`config.mk`:
```
export PLATFORM = sky130hd
export DESIGN_NAME = i2c_eeprom_slave
export DESIGN_NICKNAME = d
export VERILOG_FILES = /design/src/rtl/eep_pkg.sv /design/src/rtl/eep_bus_sync.sv /design/src/rtl/eep_page_buf.sv /design/src/rtl/eep_wcycle.sv /design/src/rtl/eep_array.sv /design/src/rtl/i2c_eeprom_slave.sv
export SDC_FILE = /design/constraint.sdc
export NUM_CORES = 2
export LEC_CHECK = 0
export BUFFER_PORTS_ARGS = -buffer_cell sky130_fd_sc_hd__buf_2
export CAP_MARGIN = 20
export CORE_MARGIN = 8
export CORE_UTILIZATION = 55
export DETAILED_ROUTE_END_ITERATION = 12
export PLACE_DENSITY = 0.7
export SYNTH_ARGS = -nofsm -noshare
export SYNTH_HDL_FRONTEND = slang
export SYNTH_SLANG_ARGS = --single-unit
```
`constraint.sdc`:
```
create_clock -name clk -period 12.2 [get_ports clk]
set_input_delay 1.22 -clock clk [delete_from_list [all_inputs] [get_ports clk]]
set_output_delay 1.22 -clock clk [all_outputs]
set_load 0.02 [all_outputs]
```
`src/rtl/eep_pkg.sv`:
```
// Package: shared protocol phase encoding for the serial memory slave.
// Assumes: one byte is eight bits on the bus; the ninth clock is the acknowledge slot.
package eep_pkg;
    typedef enum logic [2:0] {
        PH_IDLE  = 3'd0,
        PH_DEV   = 3'd1,
        PH_ADDR  = 3'd2,
        PH_WDATA = 3'd3,
        PH_RDATA = 3'd4
    } phase_t;

    localparam int BYTE_W = 8;
endpackage

```
`src/rtl/eep_bus_sync.sv`:
```
// Module: eep_bus_sync
// Synchronizes the bus clock and data lines into the system clock domain and
// flags clock edges and START/STOP conditions.
// Assumes: the system clock runs well above the bus clock, and the master does
// not move SDA on the same system cycle as an SCL edge.
module eep_bus_sync #(
    parameter int STAGES = 2
) (
    input  logic clk,
    input  logic rst_n,
    input  logic scl_i,
    input  logic sda_i,
    output logic scl_s,
    output logic sda_s,
    output logic scl_rise,
    output logic scl_fall,
    output logic start_det,
    output logic stop_det
);
    logic [STAGES-1:0] scl_q;
    logic [STAGES-1:0] sda_q;
    logic              scl_d;
    logic              sda_d;

    // Purpose: multi-stage synchronizer chain, released bus idles high.
    always_ff @(posedge clk) begin
        if (!rst_n) begin
            scl_q <= '1;
            sda_q <= '1;
        end else begin
            scl_q <= {scl_q[STAGES-2:0], scl_i};
            sda_q <= {sda_q[STAGES-2:0], sda_i};
        end
    end

    assign scl_s = scl_q[STAGES-1];
    assign sda_s = sda_q[STAGES-1];

    // Purpose: one-cycle history for edge and condition detection.
    always_ff @(posedge clk) begin
        if (!rst_n) begin
            scl_d <= 1'b1;
            sda_d <= 1'b1;
        end else begin
            scl_d <= scl_s;
            sda_d <= sda_s;
        end
    end

    assign scl_rise  = scl_s & ~scl_d;
    assign scl_fall  = ~scl_s & scl_d;
    assign start_det = scl_s & scl_d & sda_d & ~sda_s;
    assign stop_det  = scl_s & scl_d & ~sda_d & sda_s;
endmodule

```
`src/rtl/eep_page_buf.sv`:
```
// Module: eep_page_buf
// Staging buffer for one page of write data with a per-entry valid mask.
// Assumes: clear and write are never requested in the same cycle.
module eep_page_buf #(
    parameter int DW    = 8,
    parameter int DEPTH = 16,
    localparam int IW   = $clog2(DEPTH)
) (
    input  logic             clk,
    input  logic             rst_n,
    input  logic             clr,
    input  logic             wr_en,
    input  logic [IW-1:0]    wr_idx,
    input  logic [DW-1:0]    wr_data,
    input  logic [IW-1:0]    rd_idx,
    output logic [DW-1:0]    rd_data,
    output logic [DEPTH-1:0] valid
);
    logic [DW-1:0] ent [DEPTH];

    // Purpose: per-entry storage with its own valid flag.
    for (genvar g = 0; g < DEPTH; g++) begin : g_ent
        always_ff @(posedge clk) begin
            if (!rst_n) begin
                ent[g]   <= '0;
                valid[g] <= 1'b0;
            end else if (clr) begin
                valid[g] <= 1'b0;
            end else if (wr_en && wr_idx == IW'(g)) begin
                ent[g]   <= wr_data;
                valid[g] <= 1'b1;
            end
        end
    end

    assign rd_data = ent[rd_idx];
endmodule

```
`src/rtl/eep_wcycle.sv`:
```
// Module: eep_wcycle
// Times the internal programming window; during its first DEPTH cycles it
// steps a slot index so the buffer drains one entry per cycle.
// Assumes: WR_CYCLES >= DEPTH; start is a single-cycle pulse.
module eep_wcycle #(
    parameter int WR_CYCLES = 2000,
    parameter int DEPTH     = 16,
    localparam int CW       = $clog2(WR_CYCLES + 1),
    localparam int IW       = $clog2(DEPTH)
) (
    input  logic          clk,
    input  logic          rst_n,
    input  logic          start,
    output logic          busy,
    output logic          slot_we,
    output logic [IW-1:0] slot_idx
);
    localparam logic [CW-1:0] FULL  = CW'(WR_CYCLES);
    localparam logic [CW-1:0] DRAIN = CW'(DEPTH);

    logic [CW-1:0] remain;
    logic [CW-1:0] elapsed;

    // Purpose: load the window length on start, count it down to zero.
    always_ff @(posedge clk) begin
        if (!rst_n) begin
            remain <= '0;
        end else if (start) begin
            remain <= FULL;
        end else if (remain != '0) begin
            remain <= remain - CW'(1);
        end
    end

    assign busy     = (remain != '0);
    assign elapsed  = FULL - remain;
    assign slot_we  = busy && (elapsed < DRAIN);
    assign slot_idx = elapsed[IW-1:0];
endmodule

```
`src/rtl/eep_array.sv`:
```
// Module: eep_array
// Byte storage array with one synchronous write port and one combinational
// read port; reset leaves every location in the erased state (all ones).
// Assumes: a single writer.
module eep_array #(
    parameter int AW = 8,
    parameter int DW = 8,
    localparam int WORDS = 1 << AW
) (
    input  logic          clk,
    input  logic          rst_n,
    input  logic          we,
    input  logic [AW-1:0] waddr,
    input  logic [DW-1:0] wdata,
    input  logic [AW-1:0] raddr,
    output logic [DW-1:0] rdata
);
    logic [DW-1:0] mem [WORDS];

    // Purpose: erase on reset, otherwise write one word when enabled.
    always_ff @(posedge clk) begin
        if (!rst_n) begin
            for (int i = 0; i < WORDS; i++) mem[i] <= '1;
        end else if (we) begin
            mem[waddr] <= wdata;
        end
    end

    assign rdata = mem[raddr];
endmodule

```
`src/rtl/i2c_eeprom_slave.sv`:
```
// Module: i2c_eeprom_slave
// Two-wire serial memory slave: select-byte match, word pointer, page staging,
// STOP-triggered commit with write-protect and low-supply veto, timed busy
// window, and auto-incrementing reads.
// Assumes: SCL is slower than clk / (4 * SYNC_STAGES); ADDR_W <= 8.
module i2c_eeprom_slave #(
    parameter int          ADDR_W      = 8,
    parameter int          PAGE_DEPTH  = 16,
    parameter int          WR_CYCLES   = 2000,
    parameter int          SYNC_STAGES = 2,
    parameter logic [3:0]  DEV_TYPE    = 4'b1010
) (
    input  logic       clk,
    input  logic       rst_n,
    input  logic       scl_i,
    input  logic       sda_i,
    input  logic [2:0] chip_sel_i,
    input  logic       wp_i,
    input  logic       vlow_i,
    output logic       sda_pull_o
);
    import eep_pkg::*;

    localparam int OFF_W = $clog2(PAGE_DEPTH);
    localparam int PG_W  = ADDR_W - OFF_W;
    localparam logic [ADDR_W-1:0] ONE_A = ADDR_W'(1);
    localparam logic [OFF_W-1:0]  ONE_O = OFF_W'(1);

    logic scl_s, sda_s, scl_rise, scl_fall, start_det, stop_det;

    phase_t              phase;
    logic [3:0]          bitcnt;
    logic [BYTE_W-1:0]   shreg;
    logic [ADDR_W-1:0]   ptr;
    logic [PG_W-1:0]     page;
    logic [OFF_W-1:0]    woff;
    logic                in_ack;
    logic                mack;
    logic                got_data;
    logic                pull;
    logic                commit_go;
    logic                bw_en;
    logic [OFF_W-1:0]    bw_idx;
    logic [BYTE_W-1:0]   bw_data;
    logic                buf_clr;

    logic                wc_busy;
    logic                wc_slot_we;
    logic [OFF_W-1:0]    wc_idx;
    logic [BYTE_W-1:0]   buf_rd;
    logic [PAGE_DEPTH-1:0] buf_valid;
    logic [BYTE_W-1:0]   mem_rd;
    logic                mem_we;
    logic [2:0]          bsel;
    logic                sel_hit;
    logic                commit_ok;

    eep_bus_sync #(.STAGES(SYNC_STAGES)) u_sync (
        .clk(clk), .rst_n(rst_n), .scl_i(scl_i), .sda_i(sda_i),
        .scl_s(scl_s), .sda_s(sda_s), .scl_rise(scl_rise), .scl_fall(scl_fall),
        .start_det(start_det), .stop_det(stop_det)
    );

    eep_page_buf #(.DW(BYTE_W), .DEPTH(PAGE_DEPTH)) u_buf (
        .clk(clk), .rst_n(rst_n), .clr(buf_clr), .wr_en(bw_en),
        .wr_idx(bw_idx), .wr_data(bw_data), .rd_idx(wc_idx),
        .rd_data(buf_rd), .valid(buf_valid)
    );

    eep_wcycle #(.WR_CYCLES(WR_CYCLES), .DEPTH(PAGE_DEPTH)) u_wc (
        .clk(clk), .rst_n(rst_n), .start(commit_go), .busy(wc_busy),
        .slot_we(wc_slot_we), .slot_idx(wc_idx)
    );

    eep_array #(.AW(ADDR_W), .DW(BYTE_W)) u_mem (
        .clk(clk), .rst_n(rst_n), .we(mem_we), .waddr({page, wc_idx}),
        .wdata(buf_rd), .raddr(ptr), .rdata(mem_rd)
    );

    // Purpose: drain valid buffer entries into the array unless supply is low.
    assign mem_we = wc_slot_we & buf_valid[wc_idx] & ~vlow_i;

    // Purpose: pick the outgoing read bit for the current bit count.
    assign bsel = 3'd7 - bitcnt[2:0];

    // Purpose: select byte match against type code, strap bits and busy state.
    assign sel_hit = (shreg[7:1] == {DEV_TYPE, chip_sel_i}) && !wc_busy;

    // Purpose: a STOP may commit only after whole data bytes and with no veto.
    assign commit_ok = (phase == PH_WDATA) && got_data && !in_ack &&
                       (bitcnt <= 4'd1) && !wp_i && !vlow_i;

    // Purpose: bus protocol sequencer for select, address, write and read phases.
    always_ff @(posedge clk) begin
        if (!rst_n) begin
            phase     <= PH_IDLE;
            bitcnt    <= '0;
            shreg     <= '0;
            ptr       <= '0;
            page      <= '0;
            woff      <= '0;
            in_ack    <= 1'b0;
            mack      <= 1'b0;
            got_data  <= 1'b0;
            pull      <= 1'b0;
            commit_go <= 1'b0;
            bw_en     <= 1'b0;
            bw_idx    <= '0;
            bw_data   <= '0;
            buf_clr   <= 1'b0;
        end else begin
            commit_go <= 1'b0;
            bw_en     <= 1'b0;
            buf_clr   <= 1'b0;
            if (start_det) begin
                phase  <= PH_DEV;
                bitcnt <= '0;
                in_ack <= 1'b0;
                pull   <= 1'b0;
            end else if (stop_det) begin
                commit_go <= commit_ok;
                phase     <= PH_IDLE;
                in_ack    <= 1'b0;
                pull      <= 1'b0;
            end else if (phase != PH_IDLE) begin
                if (scl_rise && !in_ack) begin
                    if (phase == PH_RDATA) begin
                        if (bitcnt < 4'd8) begin
                            bitcnt <= bitcnt + 4'd1;
                        end else if (bitcnt == 4'd8) begin
                            mack   <= ~sda_s;
                            bitcnt <= 4'd9;
                        end
                    end else if (bitcnt < 4'd8) begin
                        shreg  <= {shreg[6:0], sda_s};
                        bitcnt <= bitcnt + 4'd1;
                    end
                end else if (scl_fall) begin
                    if (in_ack) begin
                        in_ack <= 1'b0;
                        bitcnt <= '0;
                        if (phase == PH_RDATA) begin
                            shreg <= mem_rd;
                            pull  <= ~mem_rd[7];
                            ptr   <= ptr + ONE_A;
                        end else begin
                            pull <= 1'b0;
                        end
                    end else if (phase == PH_RDATA) begin
                        if (bitcnt == 4'd9) begin
                            if (mack) begin
                                bitcnt <= '0;
                                shreg  <= mem_rd;
                                pull   <= ~mem_rd[7];
                                ptr    <= ptr + ONE_A;
                            end else begin
                                phase <= PH_IDLE;
                                pull  <= 1'b0;
                            end
                        end else if (bitcnt == 4'd8) begin
                            pull <= 1'b0;
                        end else if (bitcnt != 4'd0) begin
                            pull <= ~shreg[bsel];
                        end
                    end else if (bitcnt == 4'd8) begin
                        unique case (phase)
                            PH_DEV: begin
                                if (sel_hit) begin
                                    pull   <= 1'b1;
                                    in_ack <= 1'b1;
                                    phase  <= shreg[0] ? PH_RDATA : PH_ADDR;
                                end else begin
                                    phase <= PH_IDLE;
                                end
                            end
                            PH_ADDR: begin
                                ptr      <= shreg[ADDR_W-1:0];
                                page     <= shreg[ADDR_W-1:OFF_W];
                                woff     <= shreg[OFF_W-1:0];
                                got_data <= 1'b0;
                                buf_clr  <= 1'b1;
                                pull     <= 1'b1;
                                in_ack   <= 1'b1;
                                phase    <= PH_WDATA;
                            end
                            PH_WDATA: begin
                                bw_en    <= 1'b1;
                                bw_idx   <= woff;
                                bw_data  <= shreg;
                                woff     <= woff + ONE_O;
                                ptr      <= {page, woff + ONE_O};
                                got_data <= 1'b1;
                                pull     <= 1'b1;
                                in_ack   <= 1'b1;
                            end
                            default: phase <= PH_IDLE;
                        endcase
                    end
                end
            end
        end
    end

    assign sda_pull_o = pull;
endmodule

```
# Word-level counts from Yosys, hierarchy flattened
# Memories as Yosys holds them, arrays and structs flattened. A register that Yosys moved wholly into a read port is not among the register bits.
# Index checks and enable logic that the tools add are counted.
[classes]
add_sub_neg = 6
magnitude_cmp = 5
eq_ne = 38
muxes = 153
bitwise = 42
n_reduce_logical = 66
[op_table]
columns = ["cell", "n"]
rows = [
  ["8-bit two-way mux", 35],
  ["1-bit two-way mux", 92],
  ["4-bit equality test, second input constant", 10],
  ["4-bit two-way mux", 10],
  ["9-bit AND reduction", 4],
  ["1-bit logical AND", 24],
  ["8-bit AND reduction", 3],
  ["3-bit nonzero test", 8],
  ["11-bit two-way mux", 2],
  ["3-bit two-way mux", 6],
  ["1-bit NOT", 17],
  ["4-bit by 3-bit equality test with 1-bit output, second input constant", 4],
  ["1-bit OR", 16],
  ["8-bit case mux with 2 select lines", 1],
  ["4-bit nonzero test", 4],
  ["7-bit AND reduction", 2],
  ["11-bit by 5-bit less-than comparator with 1-bit output, second input constant", 1],
  ["11-bit nonzero test", 1],
  ["11-bit by 1-bit subtractor with 11-bit output, second input constant", 1],
  ["11-bit subtractor, first input constant", 1],
  ["10-bit AND reduction", 1],
  ["2-bit nonzero test", 5],
  ["1-bit bitwise AND", 9],
  ["3-bit != test, second input constant", 3],
  ["other kinds (31)", 50],
]
[word_totals]
ff_bits = 83
mem_bits_rw = 2176
in_bits = 9
out_inout_bits = 1
elab_cells = 350
memories = 2
[mem_list]
columns = ["name", "words", "word_bits", "rd", "rd_clocked_by_memory_dff", "write_ports", "line_no", "text"]
rows = [
  ["u_mem.mem", 256, 8, 1, 1, 256, "eep_array.sv:18", "logic [DW-1:0] mem [WORDS];"],
  ["u_buf.ent", 16, 8, 1, 0, 16, "eep_page_buf.sv:19", "logic [DW-1:0] ent [DEPTH];"],
]

# Depth between registers and ports, before layout
[depth]
depth_word = 13
depth_mapped = 13
ltp_nobuf = 9

# Modules after synthesis
# A second synthesis with hierarchy kept.
[unflattened]
cells_unflattened = 7382
hier_area_um2 = 104898.1
[modules_own_cells]
columns = ["mod", "n_inst", "cells_per_inst", "area_per_inst_um2", "seq_area_each_um2"]
rows = [
  ["eep_array", 1, 6468, 94829.7, 61499.0],
  ["eep_page_buf", 1, 462, 6200.9, 4164.0],
  ["i2c_eeprom_slave", 1, 351, 2941.6, 1001.0],
  ["eep_wcycle", 1, 85, 735.7, 220.2],
  ["eep_bus_sync", 1, 16, 190.2, 120.1],
]

# Worst setup path before layout
# OpenSTA, ideal clock, no wires.
[synth_path]
path_type = "register -> register"
start = "reg u_wc.remain[0]"
end = "mem u_mem.mem[159][0] (enable)"
setup_time_ns = 0.384
arrival_ns = 3.932
t_required_ns = 11.816
setup_slack_ns = 7.884
stages_incl_launch_ff = 14
path_buffers = 5
period_less_slack_ns = 4.316
cell_sequence = "dfxtp_1 -> buf_4 -> buf_2 -> inv_1 -> ha_1 -> clkbuf_2 -> mux4_2 -> mux2i_1 -> a2111oi_4 -> nand3_2 -> or2_2 -> clkbuf_1 -> clkbuf_1 -> o21ai_0"
[synth_rtl]
columns = ["element", "line_no", "text"]
rows = [
  ["from (decl)", "eep_wcycle.sv:21", "logic [CW-1:0] remain;"],
  ["from (signal assigned)", "eep_wcycle.sv:31", "remain <= remain - CW'(1);"],
  ["to (decl)", "eep_array.sv:18", ""],
]

==> flow_metrics.env <==
export IMPL_status="finished, final reports clean"
export IMPL_cap_violations=0
export IMPL_cp_cell_sequence="buf_4 -> inv_1 -> ha_1 -> nor2b_1 -> a32oi_1 -> or2_2 -> o221a_2 -> nand3_2 -> nor2_4 -> buf_12 -> buf_4 -> buf_4 -> nand2_1"
export IMPL_cp_start_kind="register"
export IMPL_cp_top_family="buffers and inverters"
export IMPL_grt_max_degree=120
export IMPL_synth_top_area_frac=0.661
export IMPL_finalCriticalPeriod_ps=6080
export IMPL_yosys_top_cells_area="edfxtp_1, mux4_2, nand2_1"
export IMPL_critPathSlowestCell="a32oi_1"
export IMPL_drt_initial_drc_count=9960
export IMPL_dp_worst_setup_slack_ps=5640
export IMPL_path_buf_inv=5
export IMPL_layout_drive_gt1_share=0.197
export IMPL_synth_cell_types=70
export IMPL_vias=62787
export IMPL_yosysSeqAreaShare=0.680
export IMPL_fmax_mhz=165
export IMPL_grt_pass1_vias=60524
export IMPL_fillers=13095
export IMPL_synth_top_area_cell="edfxtp_1"
export IMPL_grt_overflow_total=0
export IMPL_syn_inst=7013
export IMPL_final_hold_viol_count=0
export IMPL_final_area_sq_um=110000
export IMPL_antenna_left=0
export IMPL_final_nets=7070
export IMPL_worst_endpoint_required_ps=12770
export IMPL_dpl_hpwl_mm=174
export IMPL_syn2layout_area_growth_pct=11.4
export IMPL_dr_pass1_iters=6
export IMPL_grt_pass1_wl_mm=411
export IMPL_synth_seq_cells=2267
export IMPL_grt_usage=0.289
export IMPL_synth_commonest_cells="edfxtp_1, nand2_1, mux4_2"
export IMPL_synth_area_sq_um=98800
export IMPL_fin_worst_skew_ps=25.8
export IMPL_synth_most_common_cell="edfxtp_1"
export IMPL_timing_final_crit_share=0.498
export IMPL_worst_slew_pin_slew_ps=1300
export IMPL_drcViolationCount=0
export IMPL_postCtsSetupBuffers=0
export IMPL_yosys_warnings=0
export IMPL_drv_slew=0
export IMPL_holdCritPathClass="reg2reg"
export IMPL_ctsResizeCount=0
export IMPL_pwr_density_cell_nw_per_um2=157
export IMPL_cpPeakStageDelay_ps=1030
export IMPL_cellLeakagePower_nw=26.9
export IMPL_path_clk_slew_ps=60
export IMPL_finalSetupTns_ps=0
export IMPL_synth_edf_count=2176
export IMPL_setup_ws_ps=6120
export IMPL_setup_worst_path_end_class="register"
export IMPL_cts_sinks=2267
export IMPL_worst_ep_arrival_time_ps=6640
export IMPL_dieWidth_microns=440
export IMPL_num_io_pins=10
export IMPL_cts_made_buffers=222
export IMPL_synthArstFlopShare=0
export IMPL_slew_headroom=0.132
export IMPL_num_rows=155
export IMPL_antenna_found_initial=8
export IMPL_die_area_sq_um=193000
export IMPL_routedWlPerCell_microns=29.5
export IMPL_clk_latency_ps=870
export IMPL_cts_root_buf="clkbuf_16"
export IMPL_path_max_fanout=48
export IMPL_finalSetupViolCount=0
export IMPL_place_area_sq_um=102000
export IMPL_rsz0062_at_grt="no"
export IMPL_ir_worst_vdd_mv=0.267
export IMPL_crit_type="reg2reg"
export IMPL_start_util=0.554
export IMPL_syn_avg_cell_area_sq_um=14.1
export IMPL_drt_vias_per_instance=6.53
export IMPL_whs_ps=411
export IMPL_clockBufferDepth=3
export IMPL_cts_tree="built"
export IMPL_core_area_sq_um=178000
export IMPL_htreeDepth=4
export IMPL_io_buffers=9
export IMPL_die_y_microns=440
export IMPL_cpMostUsedCell="buf_4"
export IMPL_ys_flop_type="edfxtp_1"
export IMPL_drt_wl_total_mm=284
export IMPL_place_gp_congestion=0.923
export IMPL_cts_hold_buffers_added=0
export IMPL_synth_fp_nets=7036
worst paths after layout:
check                  startpoint           endpoint  slack (ps)  cells after the start
setup / recovery   u_wc.remain[0]  u_mem.mem[202][1]        6120                     13
hold / removal    u_sync.scl_q[0]    u_sync.scl_q[1]         410                      1
setup reg to reg   u_wc.remain[0]  u_mem.mem[202][1]        6120                     13
hold reg to reg   u_sync.scl_q[0]    u_sync.scl_q[1]         410                      1
registers in the layout, summed over array words and instances, names as in the netlist, 3 cells and up, named ones only:
signal       cells
bitcnt           4
page             4
u_wc.remain     11
shreg            8
woff             4
u_buf.valid     16
phase            3
bw_data          8
u_mem.mem     2048
ptr              8
bw_idx           4
u_buf.ent      128
layout make-up:
type	instances	area (sq um)	share of cell area
sequential	2267	67200	0.611
tap	2355	2950	0.0268
antenna	20	50.0	0.000455
clock buffer	274	5830	0.0530
inverter	19	71.3	0.000648
clock inverter	145	1250	0.0114
timing repair buffer	493	3870	0.0351
multi-input combinational	4044	28800	0.262
through the flow:
stage	power (mW)	util	instances
6_report	17.2	0.617	9617
5_1_grt	17.6	0.616	9597
4_1_cts	17.2	0.613	9528
3_5_place_dp	10.6	0.573	9109
3_3_place_gp	10.6	0.572	9086
2_1_floorplan	9.60	-	7013
kinds of logic (layout without fill, tap and decap cells):
group           Yosys count  count (layout)  synth area share
xor+xnor                 12              12           0.00106
simple gates           2645            2645             0.108
mux                     594             594             0.131
buf+inv                 702             931            0.0299
flops                  2267            2267             0.680
compound gates          779             779            0.0478
fa+ha+maj                14              14           0.00177
other cells               0              20                 0
worst register-to-register path: stages, from the launching register on:
cell     delay [ps]
dfxtp_2         710
buf_4           530
inv_1           210
ha_1            270
nor2b_1         150
a32oi_1        1030
or2_2           270
o221a_2         250
nand3_2         250
nor2_4          330
buf_12          260
buf_4           570
buf_4           750
nand2_1         210
cells in the final DEF, fill, tap and decap left out, drive strengths merged, types with 8 or more instances in the layout:
| cell | n |
|---|---|
| edfxtp | 2176 |
| nand2 | 2113 |
| mux4 | 559 |
| buf | 488 |
| o21ai | 314 |
| clkbuf | 279 |
| a22oi | 235 |
| nor2 | 229 |
| a21oi | 145 |
| and2 | 135 |
| clkinv | 117 |
| dfxtp | 91 |
| nand3 | 36 |
| nor4 | 31 |
| mux2i | 27 |
| o22ai | 25 |
| inv | 25 |
| or2 | 24 |
| diode | 20 |
| nand2b | 20 |
| bufinv | 19 |
| nor2b | 19 |
| a21o | 17 |
| ha | 14 |
| nor3 | 9 |
| xnor2 | 9 |
| mux2 | 8 |
| a31oi | 8 |
routing by layer:
layer / up-vias / GRT usage / share of wire
li1: 25947 / - / -
met1: 31654 / 0.399 / 0.36
met2: 4527 / 0.446 / 0.46
met3: 659 / 0.0714 / 0.13
met4: 0 / 0.118 / 0.046
met5: - / 0 / 0
power breakdown:
group          internal, mW  switching [mW]  leakage [nW]
Combinational         0.406            1.52          7.65
Sequential             8.52          0.0387          15.8
Clock                  3.79            2.94          3.47
Total                  12.7            4.50          26.9
Power figures use the tool's default switching activity.
